==> src/rtl/intc_pkg.sv <==
package intc_pkg;
  // Byte address of the vector serving source idx; vector 0 is reset.
  function automatic int unsigned vec_byte_addr(input int unsigned idx, input bit long_form);
    return (idx + 1) << (long_form ? 2 : 1);
  endfunction
endpackage

==> src/rtl/intc_flag_bank.sv <==
module intc_flag_bank #(
  parameter int NUM_SRC = 8
) (
  input  logic               clk_i,
  input  logic               rst_i,
  input  logic [NUM_SRC-1:0] evt_i,
  input  logic [NUM_SRC-1:0] sw_clr_i,
  input  logic [NUM_SRC-1:0] ack_i,
  output logic [NUM_SRC-1:0] pend_o
);
  logic [NUM_SRC-1:0] flag_q;

  // Set beats clear so that a coinciding event is never dropped.
  always_ff @(posedge clk_i) begin
    if (rst_i) flag_q <= '0;
    else       flag_q <= (flag_q & ~(sw_clr_i | ack_i)) | evt_i;
  end

  assign pend_o = flag_q;

  for (genvar g = 0; g < NUM_SRC; g++) begin : g_chk
    a_r9_event_kept: assert property (@(posedge clk_i) disable iff (rst_i)
      ($past(evt_i[g]) && !$past(rst_i)) |-> pend_o[g])
      else $error("event lost on source %0d", g);
    a_r10_sw_clear: assert property (@(posedge clk_i) disable iff (rst_i)
      ($past(sw_clr_i[g]) && !$past(evt_i[g]) && !$past(rst_i)) |-> !pend_o[g])
      else $error("software clear ignored on source %0d", g);
    a_r1_hold: assert property (@(posedge clk_i) disable iff (rst_i)
      ($past(pend_o[g]) && !$past(sw_clr_i[g]) && !$past(ack_i[g]) && !$past(rst_i)) |-> pend_o[g])
      else $error("pending bit %0d dropped without a clear", g);
  end
endmodule

==> src/rtl/intc_prio_pick.sv <==
module intc_prio_pick #(
  parameter int NUM_SRC = 8,
  localparam int IDX_W = (NUM_SRC > 1) ? $clog2(NUM_SRC) : 1
) (
  input  logic [NUM_SRC-1:0] req_i,
  output logic [NUM_SRC-1:0] grant_o,
  output logic [IDX_W-1:0]   idx_o,
  output logic               any_o
);
  // Prefix chain: blocked[i] is high when some lower index requests.
  logic [NUM_SRC:0] blocked;
  assign blocked[0] = 1'b0;

  for (genvar i = 0; i < NUM_SRC; i++) begin : g_chain
    assign grant_o[i]   = req_i[i] & ~blocked[i];
    assign blocked[i+1] = blocked[i] | req_i[i];
  end

  assign any_o = blocked[NUM_SRC];

  always_comb begin
    idx_o = '0;
    for (int i = NUM_SRC - 1; i >= 0; i--) begin
      if (req_i[i]) idx_o = IDX_W'(i);
    end
  end
endmodule

==> src/rtl/intc_seq.sv <==
module intc_seq #(
  parameter int NUM_SRC  = 8,
  parameter int ADDR_W   = 8,
  parameter bit LONG_VEC = 1'b0,
  localparam int IDX_W = (NUM_SRC > 1) ? $clog2(NUM_SRC) : 1
) (
  input  logic               clk_i,
  input  logic               rst_i,
  input  logic               en_wr_i,
  input  logic [NUM_SRC-1:0] en_data_i,
  input  logic               gie_wr_i,
  input  logic               gie_data_i,
  input  logic               bnd_i,
  input  logic               reti_i,
  input  logic [NUM_SRC-1:0] grant_i,
  input  logic [IDX_W-1:0]   idx_i,
  input  logic               any_i,
  output logic [NUM_SRC-1:0] en_o,
  output logic [NUM_SRC-1:0] ack_o,
  output logic               take_o,
  output logic [ADDR_W-1:0]  vec_addr_o,
  output logic               gie_o
);
  import intc_pkg::*;

  logic [NUM_SRC-1:0] en_q;
  logic               gie_q;
  logic               hold_q;
  logic               take_q;
  logic [ADDR_W-1:0]  addr_q;
  logic               fire;

  assign fire  = bnd_i & gie_q & any_i & ~hold_q & ~reti_i;
  assign ack_o = fire ? grant_i : '0;

  always_ff @(posedge clk_i) begin
    if (rst_i) begin
      en_q   <= '0;
      gie_q  <= 1'b0;
      hold_q <= 1'b0;
      take_q <= 1'b0;
      addr_q <= '0;
    end else begin
      if (en_wr_i) en_q <= en_data_i;
      if (fire)          gie_q <= 1'b0;
      else if (reti_i)   gie_q <= 1'b1;
      else if (gie_wr_i) gie_q <= gie_data_i;
      // A return arms the hold-off; the next strictly later boundary releases it.
      if (reti_i)     hold_q <= 1'b1;
      else if (bnd_i) hold_q <= 1'b0;
      take_q <= fire;
      if (fire) addr_q <= ADDR_W'(vec_byte_addr(32'(idx_i), LONG_VEC));
    end
  end

  assign en_o       = en_q;
  assign take_o     = take_q;
  assign vec_addr_o = addr_q;
  assign gie_o      = gie_q;

  a_r4_take_at_boundary: assert property (@(posedge clk_i) disable iff (rst_i)
    take_o |-> $past(bnd_i))
    else $error("take without a boundary");
  a_r2_take_needs_gie: assert property (@(posedge clk_i) disable iff (rst_i)
    take_o |-> $past(gie_o))
    else $error("take while global enable was clear");
  a_r5_gie_dropped: assert property (@(posedge clk_i) disable iff (rst_i)
    take_o |-> !gie_o)
    else $error("global enable still set after take");
  a_r4_single_pulse: assert property (@(posedge clk_i) disable iff (rst_i)
    take_o |=> !take_o)
    else $error("take lasted more than one cycle");
  a_r8_holdoff: assert property (@(posedge clk_i) disable iff (rst_i)
    take_o |-> (!$past(hold_q) && !$past(reti_i)))
    else $error("vectored inside the post-return hold-off");
endmodule

==> src/rtl/intc_top.sv <==
module intc_top #(
  parameter int NUM_SRC  = 8,
  parameter int ADDR_W   = 8,
  parameter bit LONG_VEC = 1'b0
) (
  input  logic               clk_i,
  input  logic               rst_i,
  input  logic [NUM_SRC-1:0] evt_i,
  input  logic               en_wr_i,
  input  logic [NUM_SRC-1:0] en_data_i,
  input  logic               gie_wr_i,
  input  logic               gie_data_i,
  input  logic [NUM_SRC-1:0] clr_i,
  input  logic               bnd_i,
  input  logic               reti_i,
  output logic               take_o,
  output logic [ADDR_W-1:0]  vec_addr_o,
  output logic               gie_o,
  output logic [NUM_SRC-1:0] pend_o
);
  localparam int IDX_W = (NUM_SRC > 1) ? $clog2(NUM_SRC) : 1;

  logic [NUM_SRC-1:0] pend;
  logic [NUM_SRC-1:0] en;
  logic [NUM_SRC-1:0] req;
  logic [NUM_SRC-1:0] grant;
  logic [NUM_SRC-1:0] ack;
  logic [IDX_W-1:0]   idx;
  logic               any;

  assign req = pend & en;

  intc_flag_bank #(.NUM_SRC(NUM_SRC)) u_flags (
    .clk_i(clk_i), .rst_i(rst_i), .evt_i(evt_i),
    .sw_clr_i(clr_i), .ack_i(ack), .pend_o(pend)
  );

  intc_prio_pick #(.NUM_SRC(NUM_SRC)) u_pick (
    .req_i(req), .grant_o(grant), .idx_o(idx), .any_o(any)
  );

  intc_seq #(.NUM_SRC(NUM_SRC), .ADDR_W(ADDR_W), .LONG_VEC(LONG_VEC)) u_seq (
    .clk_i(clk_i), .rst_i(rst_i),
    .en_wr_i(en_wr_i), .en_data_i(en_data_i),
    .gie_wr_i(gie_wr_i), .gie_data_i(gie_data_i),
    .bnd_i(bnd_i), .reti_i(reti_i),
    .grant_i(grant), .idx_i(idx), .any_i(any),
    .en_o(en), .ack_o(ack),
    .take_o(take_o), .vec_addr_o(vec_addr_o), .gie_o(gie_o)
  );

  assign pend_o = pend;

  a_r3_one_ack: assert property (@(posedge clk_i) disable iff (rst_i)
    $onehot0(ack))
    else $error("more than one source acknowledged");
endmodule

==> config.mk <==
export PLATFORM = sky130hd
export DESIGN_NAME = intc_top
export DESIGN_NICKNAME = d
export VERILOG_FILES = /design/src/rtl/intc_pkg.sv /design/src/rtl/intc_flag_bank.sv /design/src/rtl/intc_prio_pick.sv /design/src/rtl/intc_seq.sv /design/src/rtl/intc_top.sv
export SDC_FILE = /design/constraint.sdc
export NUM_CORES = 1
export LEC_CHECK = 0
export BUFFER_PORTS_ARGS = -buffer_cell sky130_fd_sc_hd__buf_2
export CORE_ASPECT_RATIO = 1.4
export CORE_UTILIZATION = 44
export CTS_BUF_LIST = sky130_fd_sc_hd__clkbuf_4
export CTS_CLUSTER_DIAMETER = 120
export CTS_CLUSTER_SIZE = 28
export DETAILED_ROUTE_END_ITERATION = 16
export PLACE_DENSITY = 0.77
export SETUP_SLACK_MARGIN = 0.4
export SLEW_MARGIN = 20
export SYNTH_ARGS = -nofsm -noshare
export SYNTH_HDL_FRONTEND = slang
export SYNTH_HIERARCHICAL = 1
export SYNTH_SLANG_ARGS = --single-unit
==> constraint.sdc <==
create_clock -name clk_i -period 2.5 [get_ports clk_i]
set_input_delay 0.625 -clock clk_i [delete_from_list [all_inputs] [get_ports clk_i]]
set_output_delay 0.625 -clock clk_i [all_outputs]
set_load 0.02 [all_outputs]
; Word-level counts from Yosys, hierarchy flattened
; Cells that the tools add are included.
; Widths: inputs -> output; s select.
[word_totals]
output_inout_bits = 18
wordCells = 55
ff_bits = 26
input_bits = 31
[op_classes]
bitwise = 32
reduce_logical = 3
n_addsub = 1
n_mux = 13
[op_table]
columns = operator, n
row1 = $mux 3, 8
row2 = $and 8x8->8, 2
row3 = $or 8x8->8, 2
row4 = $and 1x1->1, 11
row5 = $not 1->1, 9
row6 = $mux 8, 1
row7 = $not 8->8, 1
row8 = $or 1x1->1, 7
row9 = $add 3x1->4 const B, 1
row10 = $mux 1, 4
row11 = $reduce_bool 2->1, 2
row12 = $reduce_or 2->1, 1

; Depth between registers and ports, before layout
[logic_depth]
depth_word = 16
depth_mapped = 9
depth_no_buf = 8

; By module
; Netlist, hierarchy kept.
[modules_own_cells]
columns = mod, area_per_inst_um2, seq_area_each_um2, cells_per_inst, n_inst
row1 = intc_seq, 703.2, 300.3, 72, 1
row2 = intc_flag_bank, 304.0, 160.2, 33, 1
row3 = intc_prio_pick, 141.4, 0.0, 23, 1
row4 = intc_top, 50.0, 0.0, 8, 1

; Worst setup path before layout
; OpenSTA, ideal clock, no wires.
[synth_timing]
kind = register to register
start = register u_flags.flag_q[0], in the netlist u_flags/pend_o[0]
end = register u_flags.flag_q[0], in the netlist u_flags/pend_o[0]
n_path_buf = 1
setup_time_ns = 0.070
t_required_ns = 2.430
arrival_ns = 2.406
period_less_slack_ns = 2.476
slack_ns = 0.024
path_stages_with_launch = 10
cell_sequence = dfxtp_1 -> and2_1 -> or4_4 -> nor3_2 -> nand2_1 -> and4b_1 -> buf_6 -> and3_2 -> or3b_1 -> a21oi_1
[synth_between]
elab_chain_len = 16
[synth_rtl]
columns = element, line
row1 = start: declaration, intc_flag_bank.sv:11  ; logic [NUM_SRC-1:0] flag_q;
row2 = start signal: assignment, intc_flag_bank.sv:16  ; else flag_q <= (flag_q & ~(sw_clr_i | ack_i)) | evt_i;
row3 = $and 8x8->8, intc_top.sv:31  ; assign req = pend & en;
row4 = net req[0], intc_top.sv:25  ; logic [NUM_SRC-1:0] req;
row5 = $or 1x1->1 (7 in a row), intc_prio_pick.sv:16  ; assign blocked[i+1] = blocked[i] | req_i[i];
row6 = net any, intc_top.sv:29  ; logic any;
row7 = $and 1x1->1 (3 in a row), intc_seq.sv:33  ; assign fire = bnd_i & gie_q & any_i & ~hold_q & ~reti_i;
row8 = $mux 8, intc_seq.sv:34  ; assign ack_o = fire ? grant_i : '0;
row9 = net ack[0], intc_top.sv:27  ; logic [NUM_SRC-1:0] ack;
row10 = $or 8x8->8, intc_flag_bank.sv:16
row11 = $not 8->8, intc_flag_bank.sv:16
row12 = $and 8x8->8, intc_flag_bank.sv:16
row13 = $or 8x8->8, intc_flag_bank.sv:16
; The timed path passes the listed nets, and every way through them passes these cells.
; A chain may end at the register's enable or synchronous reset.

; Final worst setup path
[layout_timing]
start = register u_flags.flag_q[2], in the netlist u_flags/pend_o[2]
end = register u_flags.flag_q[3], in the netlist u_flags/pend_o[3]
[layout_between]
elab_chain_len = 15
elab_cells_between_ends = 17
classes_between = mux (1) / bitwise (16)
[layout_rtl]
columns = element, line
row1 = $and 8x8->8, intc_top.sv:31
row2 = net req[2], intc_top.sv:25
row3 = $or 1x1->1 (6 in a row), intc_prio_pick.sv:16
row4 = net any, intc_top.sv:29
row5 = $and 1x1->1 (3 in a row), intc_seq.sv:33
row6 = $mux 8, intc_seq.sv:34
row7 = net ack[3], intc_top.sv:27
row8 = $or 8x8->8, intc_flag_bank.sv:16
row9 = $not 8->8, intc_flag_bank.sv:16
row10 = $and 8x8->8, intc_flag_bank.sv:16
row11 = $or 8x8->8, intc_flag_bank.sv:16
; The timed path passes the listed nets, and every way through them passes these cells.

==> impl_metrics.py <==
metrics = {
    "cts": {
        "clock_latency_ns": 0.32,
        "cts-htree-levels": 1,
        "cts_root_buf": "clkbuf_4",
        "cts_hold_buf": 0,
        "clock_sinks": 23,
        "tritoncts": "done",
        "clk_pin_slew_ns": 0.12,
        "ctsLongestPathBuffers": 2,
        "cts_made_buffers": 3,
    },
    "sta": {
        "fin_tns_setup_ns": 0,
        "max_freq_mhz": 427,
        "finalSetupViolCount": 0,
        "finalHoldViolations": 0,
        "final.setup.worst_slack_ns": 0.157,
        "finalCritPeriodShare_pct": 93.7,
        "clock-skew-final_ns": 0.00467,
        "period_needed_ns": 2.34,
        "finalMaxSlewViolations": 0,
        "rsz0062_at_grt": "yes",
    },
    "worst_setup_path": {
        "worstPathRequired_ns": 2.76,
        "path_cells": "and2_4 > or4_4 > nor3_4 > nand2_2 > and4b_2 > and3_4 > or3b_1 > a21oi_2",
        "critPathKind": "reg2reg",
        "crit_buf_inv": 0,
        "critPathLaunchType": "register",
        "crit_family": "simple AND/OR/NAND/NOR gates",
        "critPathCaptureType": "register",
        "arrival_ns": 2.61,
        "slowest_delay_ns": 0.56,
        "cp_slowest_cell": "or4_4",
        "path_max_fanout": 5,
    },
    "synthesis": {
        "yosys_warnings": 6,
        "avgSynthCellArea_um2": 8.81,
        "synth_seq_cells": 23,
        "netlist.top_cell.by_area": "dfxtp_1",
        "synth_area_leaders": "dfxtp_1, mux2i_1, or3b_1",
        "yosys.area.top_type_share_pct": 38.4,
        "synthCells": 136,
        "synth.distinct_cells": 33,
        "syn-cell-area_um2": 1200,
        "ys_seq_area_share_pct": 38.4,
    },
    "grt": {
        "antenna_found_initial": 0,
        "grt_overflow": 0,
        "grt_use_total_pct": 19.9,
        "grt_pass1_vias": 1083,
        "grt_pass1_wl_um": 4290,
        "grt_max_degree": 24,
    },
    "place": {
        "pre_cts_ws_ns": 0.0909,
        "dp.final_hpwl_um": 1980,
        "place.gp.congestion": 0.808,
        "port_buffers": 44,
        "dp.cells": 210,
    },
    "floorplan": {
        "coreArea_um2": 2620,
        "die_x_um": 46.1,
        "die_h_um": 63.8,
        "rows": 22,
        "num_io_pins": 49,
        "start_util_pct": 45.8,
        "die-area_um2": 2940,
    },
    "final_layout": {
        "drive_above_1_share_pct": 47.9,
        "syn_to_final_growth_pct": 35.6,
        "antennaDiodeCount": 0,
        "fin_nets": 225,
        "nFillCells": 233,
        "finalNonFillerCells": 228,
    },
    "route": {
        "drtPass1Iterations": 4,
        "drt_iter0_drc": 23,
        "via_count": 1174,
        "wl_um": 3020,
        "wl_per_cell_um": 13.2,
        "vias_per_cell": 5.15,
        "drc_errors": 0,
        "ant_nets": 0,
    },
    "flow_run": {
        "maxCapViolations": 0,
    },
    "pwr": {
        "power_leakage_uw": 0.000788,
        "p_clk_share_pct": 24.9,
        "p_comb_share_pct": 21.6,
        "p_seq_share_pct": 53.6,
        "power_density_nw_per_um2": 459,
        "switchingPower_uw": 210,
        "p_int_uw": 536,
        "ir_worst_vdd_mv": 0.249,
        "p_sw_share_pct": 28.1,
    },
    "worst_hold_path": {
        "hp-class": "reg2reg",
    },
    "run_status": {
        "status": "completed",
    },
}
==> registers in the layout (all words and copies together), names as in the netlist <==
name	flops
u_flags/pend_o	8
u_seq/en_o	8
u_seq/gie_o	1
u_seq/hold_q	1
u_seq/take_o	1
u_seq/vec_addr_o	4
==> repair_timing <==
item / in CTS / in global routing
pin swaps: 10 / 10
resized for setup: 7 / 4
buffers inserted: 7 / 6
setup endpoints to repair: 12 / 14
cloned: 1 / 0
==> cells in the final DEF, fill, tap and decap left out, types with 7 or more instances in the layout <==
cell,count
and2_1,7
and3_4,8
mux2i_1,8
nor2_1,14
inv_1,11
dfxtp_1,20
a21oi_1,10
buf_4,14
or3b_1,7
buf_2,44
==> worst min-delay path, cell delays in order (launching register included) <==
cell and delay, ns:
dfxtp_1 0.33, o21ai_2 0.06, a21oi_2 0.04
==> cell type report <==
class	count	area, µm²	area share, %
clock buffer	4	30.0	1.85
inverter	11	41.3	2.54
multi-input combinational	96	717	44.1
sequential	23	467	28.7
tap	36	45.0	2.77
timing repair buffer	58	325	20.0
==> cells in the mapped netlist, drive strengths merged <==
library cell   n
nand2          1
o21bai         1
nor2b          2
or3b           8
nor3           4
and4b          1
mux2i          8
clkbuf         2
dfxtp         23
conb           1
a21oi         14
and2b          1
and3           9
nor2          15
buf            8
nor3b          2
nand3          2
o21ai          4
ha             1
or4            1
a211oi         4
and2          10
nand4b         1
xnor2          1
inv           11
nor4b          1
==> stage by stage <==
stage | power (µW) | cell area, µm² | hold slack, ns | util [%]
global placement | 534 | 1460 | 0.468 | 55.9
detailed placement | 539 | 1460 | 0.476 | 55.9
floorplan | 497 | 1260 | 0.452 | -
CTS | 735 | 1570 | 0.497 | 59.9
finish | 745 | 1630 | 0.465 | 62.2
global route | 780 | 1630 | 0.486 | 62.2
==> metal layers <==
layer | global-route usage [%] | wire (µm) | vias up
met1 | 19.5 | 1170 | 552
met4 | 11.4 | 84 | 0
met3 | 2.54 | 136 | 7
li1 | - | - | 573
met5 | 0 | 0 | -
met2 | 36.8 | 1630 | 42
==> final timing paths <==
| kind | start | endpoint | slack, ns | cells past startpoint |
|---|---|---|---|---|
| max | u_flags/pend_o[2]$_SDFF_PP0_ | u_flags/pend_o[3]$_SDFF_PP0_ | 0.16 | 8 |
| min | u_seq/vec_addr_o[4]$_SDFFE_PP0P_ | u_seq/vec_addr_o[4]$_SDFFE_PP0P_ | 0.47 | 2 |
| max reg2reg | u_flags/pend_o[2]$_SDFF_PP0_ | u_flags/pend_o[3]$_SDFF_PP0_ | 0.16 | 8 |
| min reg2reg | u_seq/vec_addr_o[4]$_SDFFE_PP0P_ | u_seq/vec_addr_o[4]$_SDFFE_PP0P_ | 0.47 | 2 |
==> power by group through the flow <==
stage | registers [µW] | logic [µW] | clock network [µW]
2_1_floorplan | 417 | 80.4 | 0
3_3_place_gp | 406 | 128 | 0
3_5_place_dp | 407 | 132 | 0
4_1_cts | 399 | 150 | 186
5_1_grt | 402 | 172 | 205
6_report | 399 | 161 | 185
==> cell families after synthesis <==
family,Yosys count,share of synthesized area [%]
mux,8,6.68
flops,23,38.4
buf+inv,21,9.29
compound gates,23,11.3
other cells,1,0.313
fa+ha+maj,1,1.04
xor+xnor,1,0.731
simple gates,58,32.3
(Power assumes the default switching activity.)
